### src/rtl/bcd3_pkg.sv
package bcd3_pkg;
    localparam int DIGITS  = 3;
    localparam int DIGIT_W = 4;

    typedef enum logic [1:0] {
        SCAN_UNITS    = 2'd0,
        SCAN_TENS     = 2'd1,
        SCAN_HUNDREDS = 2'd2
    } scan_state_t;
endpackage

### src/rtl/bcd3_edge_sync.sv
module bcd3_edge_sync #(
    parameter int STAGES = 2
) (
    input  logic clk,
    input  logic rst,
    input  logic din,
    output logic fall_o
);
    logic [STAGES-1:0] sync_q;
    logic              prev_q;

    always_ff @(posedge clk) begin
        if (rst) begin
            sync_q <= '0;
            prev_q <= 1'b0;
        end else begin
            sync_q <= {sync_q[STAGES-2:0], din};
            prev_q <= sync_q[STAGES-1];
        end
    end

    assign fall_o = prev_q & ~sync_q[STAGES-1];
endmodule

### src/rtl/bcd3_decade_chain.sv
module bcd3_decade_chain
    import bcd3_pkg::*;
#(
    parameter int N_DIG = DIGITS,
    parameter int DW    = DIGIT_W
) (
    input  logic              clk,
    input  logic              rst,
    input  logic              step,
    output logic [N_DIG*DW-1:0] count_o,
    output logic              wrap_o
);
    localparam logic [DW-1:0] TOP_VAL = DW'(9);

    logic [N_DIG:0] carry;
    assign carry[0] = step;

    for (genvar g = 0; g < N_DIG; g++) begin : g_dec
        logic [DW-1:0] cnt_q;
        logic          at_top;
        assign at_top       = (cnt_q == TOP_VAL);
        assign carry[g+1]   = carry[g] & at_top;
        assign count_o[g*DW +: DW] = cnt_q;

        always_ff @(posedge clk) begin
            if (rst)           cnt_q <= '0;
            else if (carry[g]) cnt_q <= at_top ? '0 : cnt_q + 1'b1;
        end
    end

    always_ff @(posedge clk) begin
        if (rst) wrap_o <= 1'b0;
        else     wrap_o <= carry[N_DIG];
    end
endmodule

### src/rtl/bcd3_scan_fsm.sv
module bcd3_scan_fsm
    import bcd3_pkg::*;
(
    input  logic              clk,
    input  logic              rst,
    input  logic              tick,
    output logic [DIGITS-1:0] sel_o
);
    scan_state_t state_q, state_d;

    always_comb begin
        state_d = state_q;
        unique case (state_q)
            SCAN_UNITS:    if (tick) state_d = SCAN_TENS;
            SCAN_TENS:     if (tick) state_d = SCAN_HUNDREDS;
            SCAN_HUNDREDS: if (tick) state_d = SCAN_UNITS;
            default:       state_d = SCAN_UNITS;
        endcase
    end

    always_ff @(posedge clk) begin
        if (rst) state_q <= SCAN_UNITS;
        else     state_q <= state_d;
    end

    always_comb begin
        sel_o = '0;
        unique case (state_q)
            SCAN_UNITS:    sel_o = 3'b001;
            SCAN_TENS:     sel_o = 3'b010;
            SCAN_HUNDREDS: sel_o = 3'b100;
            default:       sel_o = 3'b001;
        endcase
    end
endmodule

### src/rtl/bcd3_mux_counter.sv
module bcd3_mux_counter
    import bcd3_pkg::*;
#(
    parameter int SYNC_STAGES = 2
) (
    input  logic               clk,
    input  logic               master_rst,
    input  logic               count_in,
    input  logic               count_dis,
    input  logic               latch_en,
    input  logic               scan_tick,
    output logic [DIGIT_W-1:0] bcd_out,
    output logic [DIGITS-1:0]  digit_sel,
    output logic               overflow
);
    localparam int TOT_W = DIGITS * DIGIT_W;

    logic             fall_det;
    logic             step;
    logic [TOT_W-1:0] count_q;
    logic [TOT_W-1:0] latch_q;

    bcd3_edge_sync #(.STAGES(SYNC_STAGES)) i_sync (
        .clk    (clk),
        .rst    (master_rst),
        .din    (count_in),
        .fall_o (fall_det)
    );

    assign step = fall_det & ~count_dis;

    bcd3_decade_chain #(.N_DIG(DIGITS), .DW(DIGIT_W)) i_chain (
        .clk     (clk),
        .rst     (master_rst),
        .step    (step),
        .count_o (count_q),
        .wrap_o  (overflow)
    );

    always_ff @(posedge clk) begin
        if (master_rst)    latch_q <= '0;
        else if (!latch_en) latch_q <= count_q;
    end

    bcd3_scan_fsm i_scan (
        .clk   (clk),
        .rst   (master_rst),
        .tick  (scan_tick),
        .sel_o (digit_sel)
    );

    always_comb begin
        bcd_out = '0;
        for (int i = 0; i < DIGITS; i++) begin
            if (digit_sel[i]) bcd_out = latch_q[i*DIGIT_W +: DIGIT_W];
        end
        if (master_rst) bcd_out = '0;
    end
endmodule

### config.mk
export PLATFORM = sky130hd
export DESIGN_NAME = bcd3_mux_counter
export DESIGN_NICKNAME = d
export VERILOG_FILES = /design/src/rtl/bcd3_pkg.sv /design/src/rtl/bcd3_edge_sync.sv /design/src/rtl/bcd3_decade_chain.sv /design/src/rtl/bcd3_scan_fsm.sv /design/src/rtl/bcd3_mux_counter.sv
export SDC_FILE = /design/constraint.sdc
export NUM_CORES = 1
export LEC_CHECK = 0
export BUFFER_PORTS_ARGS = -buffer_cell sky130_fd_sc_hd__buf_2
export CORE_MARGIN = 1.5
export CORE_UTILIZATION = 45
export DETAILED_ROUTE_END_ITERATION = 10
export MAX_ROUTING_LAYER = met4
export PLACE_DENSITY = 0.76
export REMOVE_ABC_BUFFERS = 1
export SKIP_LAST_GASP = 1
export SLEW_MARGIN = 20
export SYNTH_ARGS = -nofsm -noshare
export SYNTH_HDL_FRONTEND = slang
export SYNTH_HIERARCHICAL = 1
export SYNTH_SLANG_ARGS = --single-unit
### constraint.sdc
create_clock -name clk -period 1.76 [get_ports clk]
set_clock_uncertainty 0.05 [all_clocks]
set_input_delay 0.176 -clock clk [delete_from_list [all_inputs] [get_ports clk]]
set_output_delay 0.176 -clock clk [all_outputs]
set_load 0.05 [all_outputs]
# Word-level counts from Yosys, hierarchy flattened
# Index checks and enable logic that the tools add are counted.
# Widths: inputs -> output; s select.
totals:
  input_bits: 6
  regBits: 30
op_classes:
  n_mux: 12
  bitwise_logic: 7
  addsub: 3
  eq_ne: 8
  n_reduce_logical: 2
ops:
  columns: ["op", "n"]
  rows:
  - ["$mux 4", 7]
  - ["$add 4x1->4 const B", 3]
  - ["$eq 4x4->1 const B", 3]
  - ["$mux 2", 3]
  - ["$ne 2x2->1 const B", 3]
  - ["$pmux 2 s3", 1]
  - ["$pmux 3 s2", 1]
  - ["$and 1x1->1", 5]
  - ["$reduce_and 3->1", 1]
  - ["$eq 2x1->1 const B", 1]
  - ["$eq 2x2->1 const B", 1]
  - ["$logic_not 2->1", 1]
  - ["$not 1->1", 2]

# Depth between registers and ports, before layout
logic_depth:
  ltp_word: 6
  mapped_depth: 7
  depth_no_buf: 6

# By module
# Netlist, hierarchy kept.
modules_own_cells:
  columns: ["mod", "cells_each", "seq_area_each_um2", "instances", "area_each_um2"]
  rows:
  - ["bcd3_decade_chain", 69, 260.2, 1, 613.1]
  - ["bcd3_mux_counter", 56, 240.2, 1, 528.0]
  - ["bcd3_scan_fsm", 19, 40.0, 1, 183.9]
  - ["bcd3_edge_sync", 7, 60.1, 1, 87.6]

# Worst setup path before layout
# No wires, ideal clock.
synth_path:
  path_type: "reg2out"
  startpoint: "register i_scan.state_q[0]"
  endpoint: "output bcd_out[0]"
  path_slack_ns: -0.939
  path_buffers: 0
  stages_incl_launch_ff: 6
  t_arrival_ns: 2.473
  required_ns: 1.534
  cell_sequence: "dfxtp_1 inv_1 ha_1 inv_1 nand3b_1 a221oi_1"
synth_between:
  elab_chain_cells: 6
  elab_cells_between_ends: 7
synth_lines:
  columns: ["element", "line_no", "rtl"]
  rows:
  - ["from (decl)", "bcd3_scan_fsm.sv:9", "scan_state_t state_q, state_d;"]
  - ["from (signal assigned)", "bcd3_scan_fsm.sv:23", "else state_q <= state_d;"]
  - ["$eq 2x2->1 or $eq 2x1->1 (tied branches)", "bcd3_scan_fsm.sv:28", "unique case (state_q)"]
  - ["$pmux 3 s2 (*)", "bcd3_scan_fsm.sv:28", null]
  - ["via digit_sel[0]", "bcd3_mux_counter.sv:13", "output logic [DIGITS-1:0] digit_sel,"]
  - ["$mux 4 (*) (3 in series)", "bcd3_mux_counter.sv:55", "if (digit_sel[i]) bcd_out = latch_q[i*DIGIT_W +: DIGIT_W];"]
  - ["$mux 4 (*)", "bcd3_mux_counter.sv:57", "if (master_rst) bcd_out = '0;"]
  - ["to (decl)", "bcd3_mux_counter.sv:12", "output logic [DIGIT_W-1:0] bcd_out,"]
# Mark *: on every way through the listed nets, which the timed path passes. The rest lies on a longest branch.

# Worst setup path after layout
layout_path:
  startpoint: "register i_scan.state_q[1]"
  endpoint: "output bcd_out[2]"
layout_between:
  elab_chain_cells: 6
  elab_cells_between_ends: 7
layout_lines:
  columns: ["element", "line_no"]
  rows:
  - ["$eq 2x2->1 or $eq 2x1->1 (tied branches)", "bcd3_scan_fsm.sv:28"]
  - ["$pmux 3 s2 (*)", "bcd3_scan_fsm.sv:28"]
  - ["$mux 4 (2 in series)", "bcd3_mux_counter.sv:55"]
  - ["$mux 4 (*)", "bcd3_mux_counter.sv:55"]
  - ["$mux 4 (*)", "bcd3_mux_counter.sv:57"]
# Mark *: on every way between the ends. The rest lies on a longest branch, timed or not.

==> flow_summary.json <==
{
  "vias_per_cell": 5.17,
  "cp.required_ns": 1.53,
  "p_leak_nw": 0.704,
  "worstSetupPathType": "register to primary output",
  "synth-adder-area-share_pct": 5.31,
  "arrival_ns": 1.64,
  "p_comb_share_pct": 25.6,
  "io_pins": 14,
  "rr_endpoint": "i_chain/g_dec[2].cnt_q[3]$_SDFFE_PP0P_",
  "num_antenna_cells": 0,
  "slew_headroom_pct": 75.4,
  "p_sw_uw": 507,
  "grt_use_total_pct": 19.5,
  "post-route-period-util_pct": 106,
  "finalMaxSlewViolations": 0,
  "post-route-util_pct": 59.5,
  "power_frac_seq_pct": 42.1,
  "grt_max_degree": 22,
  "syn_to_final_growth_pct": 27.5,
  "reg2reg_depth": 6,
  "seq_area_frac_synth_pct": 42.5,
  "ff_latch_area_sq_um": 606,
  "routed_wl_mm": 2.90,
  "startpoint_type": "register",
  "placed_cell_area_sq_mm": 0.00153,
  "setup_viol": 4,
  "muxShareOfSynthArea_pct": 8.50,
  "swShare_pct": 30.2,
  "syn_inst": 151,
  "end_kind": "primary output",
  "hp-class": "input port to register",
  "worst_slack_ns": -0.104,
  "fp-row-count": 20,
  "stdcell_area_sq_mm": 0.00180,
  "crit_path_start": "i_scan/state_q[1]$_SDFFE_PP0P_",
  "crit_path_max_fanout": 5,
  "violations": "setup timing",
  "drive_above_1_share_pct": 31.3,
  "ant_nets": 0,
  "hold_viol": 0,
  "reg2reg_setup_slack_ns": 0.06,
  "cts_root_buf": "clkbuf_4",
  "endpoint": "bcd_out[2]",
  "worstReg2RegStart": "i_sync/sync_q[1]$_SDFF_PP0_",
  "wl_per_cell_microns": 13.0,
  "numPortBuffers": 13,
  "fin_tns_setup_ns": -0.339,
  "nets": 190,
  "start_util_pct": 46.7,
  "clock_latency_ns": 0.34,
  "rsz0062_at_grt": "yes",
  "peakVddDrop_uv": 398,
  "yosysWarnings": 6,
  "synth-seq-cells": 30,
  "syn_area_per_cell_sq_um": 9.36,
  "synth_simple_gate_area_share_pct": 24.6,
  "chipHeight_microns": 59.0,
  "cts.sink_count": 30,
  "cts_tree": "done",
  "synth_top_family_by_area": "simple AND/OR/NAND/NOR gates",
  "synth_xor_area_share_pct": 3.72,
  "maxCapViolations": 0,
  "worstMarginPinSlew_ns": 0.369,
  "h-tree-depth": 2,
  "dr.pass1.iters": 4,
  "p_int_mw": 1.17,
  "synth_compound_area_share_pct": 11.0,
  "antenna_found_initial": 0,
  "clk_pin_slew_ns": 0.09,
  "netlist_area_sq_mm": 0.00141,
  "dp_hpwl_mm": 1.95,
  "timing.final.crit_period_ns": 1.86,
  "core_area_sq_mm": 0.00303,
  "clock.fmax_ghz": 0.536,
  "multiInputGateArea_sq_um": 827,
  "die_x_microns": 59.0,
  "pre_cts_ws_ns": -0.00591,
  "drt_iter0_markers": 76,
  "cts_buffers": 5,
  "die_area_sq_mm": 0.00348,
  "nFillCells": 259,
  "overflow": 0,
  "power.density_mw_per_mm2": 934,
  "cts_buffer_depth": 2,
  "power_frac_clock_pct": 32.3,
  "gp_congestion": 0.757,
  "drc": 0,
  "yosysUniqueCellTypes": 37,
  "first_global_vias": 1118,
  "grt_pass1_wl_mm": 4.89,
  "status": "finished with violations",
  "dr_total_vias": 1153
}
[cells by family after synthesis]
group           after synthesis
compound gates               23
xor+xnor                      6
fa+ha+maj                     6
buf+inv                      14
flops                        30
mux                          12
simple gates                 60
[synthesized netlist by cell type, drive strengths merged]
cell      n  area share [%]
nand3b    5             2.7
buf       4             1.7
and2      1            0.44
a41o      1            0.80
xor2      4             2.5
nand2     6             1.6
a22oi     1            0.53
nor2b    11             4.9
mux2i    12             8.5
xnor2     2             1.2
or2       1            0.44
ha        6             5.3
or3       2            0.89
a31oi     1            0.44
dfxtp    30              43
o41ai     2             1.2
inv       8             2.1
nor3b     2             1.9
nor3      2             1.1
a221oi    4             2.5
o2111ai   1            0.62
nand3     3             1.4
and2b     2             1.2
o21ai     5             1.8
and4b     1            0.71
a21oi     8             3.1
nor4b     1            0.62
nor2     20             5.3
and3b     1            0.62
clkbuf    2            0.53
nand4     2            0.89
[area by class of cell]
cell class,instances,share of cell area [%]
Inverter,8,2.08
Timing Repair Buffer,26,11.0
Clock buffer,5,2.08
Tap cell,44,3.06
Sequential cell,30,33.6
Multi-Input combinational cell,107,45.9
Clock inverter,3,2.22
[per-layer routing]
| metal | global-route usage (%) | vias up | share of wire (%) |
|---|---|---|---|
| li1 | - | 578 | - |
| met1 | 22.6 | 541 | 45 |
| met2 | 31.4 | 28 | 49 |
| met3 | 5.90 | 6 | 4.0 |
| met4 | 8.12 | 0 | 1.5 |
| met5 | - | - | 0 |
[timing repair]
| item | 4_1_cts | 5_1_grt |
|---|---|---|
| endpoints found under the hold margin | 1 | 0 |
| gates resized for setup | 25 | 10 |
| setup buffers | 7 | 1 |
| pin swaps | 6 | 5 |
| endpoints found under the setup margin | 6 | 8 |
| hold buffers | 1 | 0 |
[stage by stage]
stage | hold slack [ns] | power, mW | cells
4_1_cts | 0.0112 | 1.66 | 222
6_report | 0.0272 | 1.68 | 223
3_5_place_dp | 0.342 | 1.00 | 206
2_1_floorplan | 0.188 | 0.924 | 145
5_1_grt | 0.0181 | 1.75 | 223
3_3_place_gp | 0.347 | 0.992 | 206
[registers in the layout, indices dropped and copies added, names as in the netlist]
signal and count:
latch_q 12, i_sync/sync_q 2, i_chain/g_dec.cnt_q 12, i_sync/prev_q 1, i_scan/state_q 2, i_chain/wrap_o 1
[worst max-delay path, stage by stage, from the launching register on]
cell      delay (ns)
dfxtp_4         0.37
inv_4           0.05
ha_4            0.24
inv_4           0.06
nand3b_1        0.10
a221oi_2        0.28
buf_6           0.20
[layout by cell type, fill, tap and decap left out, types with 6 or more instances in the layout]
cell     synthesis  final
dfxtp_1         30     28
nor2_1          20     20
mux2i_1         12     12
nor2b_1         11     10
buf_4            2     10
buf_2            1      9
a21oi_1          7      7
nand2_1          6      6
buf_6            0      6
[how the worst min path moves through the flow]
stage                                             endpoint  cells after the start  slack (ns)  startpoint
global placement               i_sync/sync_q[0]$_SDFF_PP0_                      2        0.35    count_in
floorplan           i_chain/g_dec[2].cnt_q[1]$_SDFFE_PP0P_                      1        0.19  master_rst
CTS                         i_scan/state_q[0]$_SDFFE_PP0P_                      2        0.01   scan_tick
finish                      i_scan/state_q[0]$_SDFFE_PP0P_                      2        0.03   scan_tick
global route                i_scan/state_q[0]$_SDFFE_PP0P_                      2        0.02   scan_tick
detailed placement             i_sync/sync_q[0]$_SDFF_PP0_                      2        0.34    count_in
[power by group through the flow]
| stage | Sequential (mW) | Clock [mW] | Combinational, mW |
|---|---|---|---|
| after floorplan | 0.715 | 0 | 0.209 |
| after global placement | 0.716 | 0 | 0.276 |
| after detailed placement | 0.717 | 0 | 0.285 |
| after CTS | 0.704 | 0.557 | 0.396 |
| after global routing | 0.711 | 0.583 | 0.460 |
| final | 0.708 | 0.544 | 0.430 |
No activity file was read; power rests on OpenSTA's default activity.
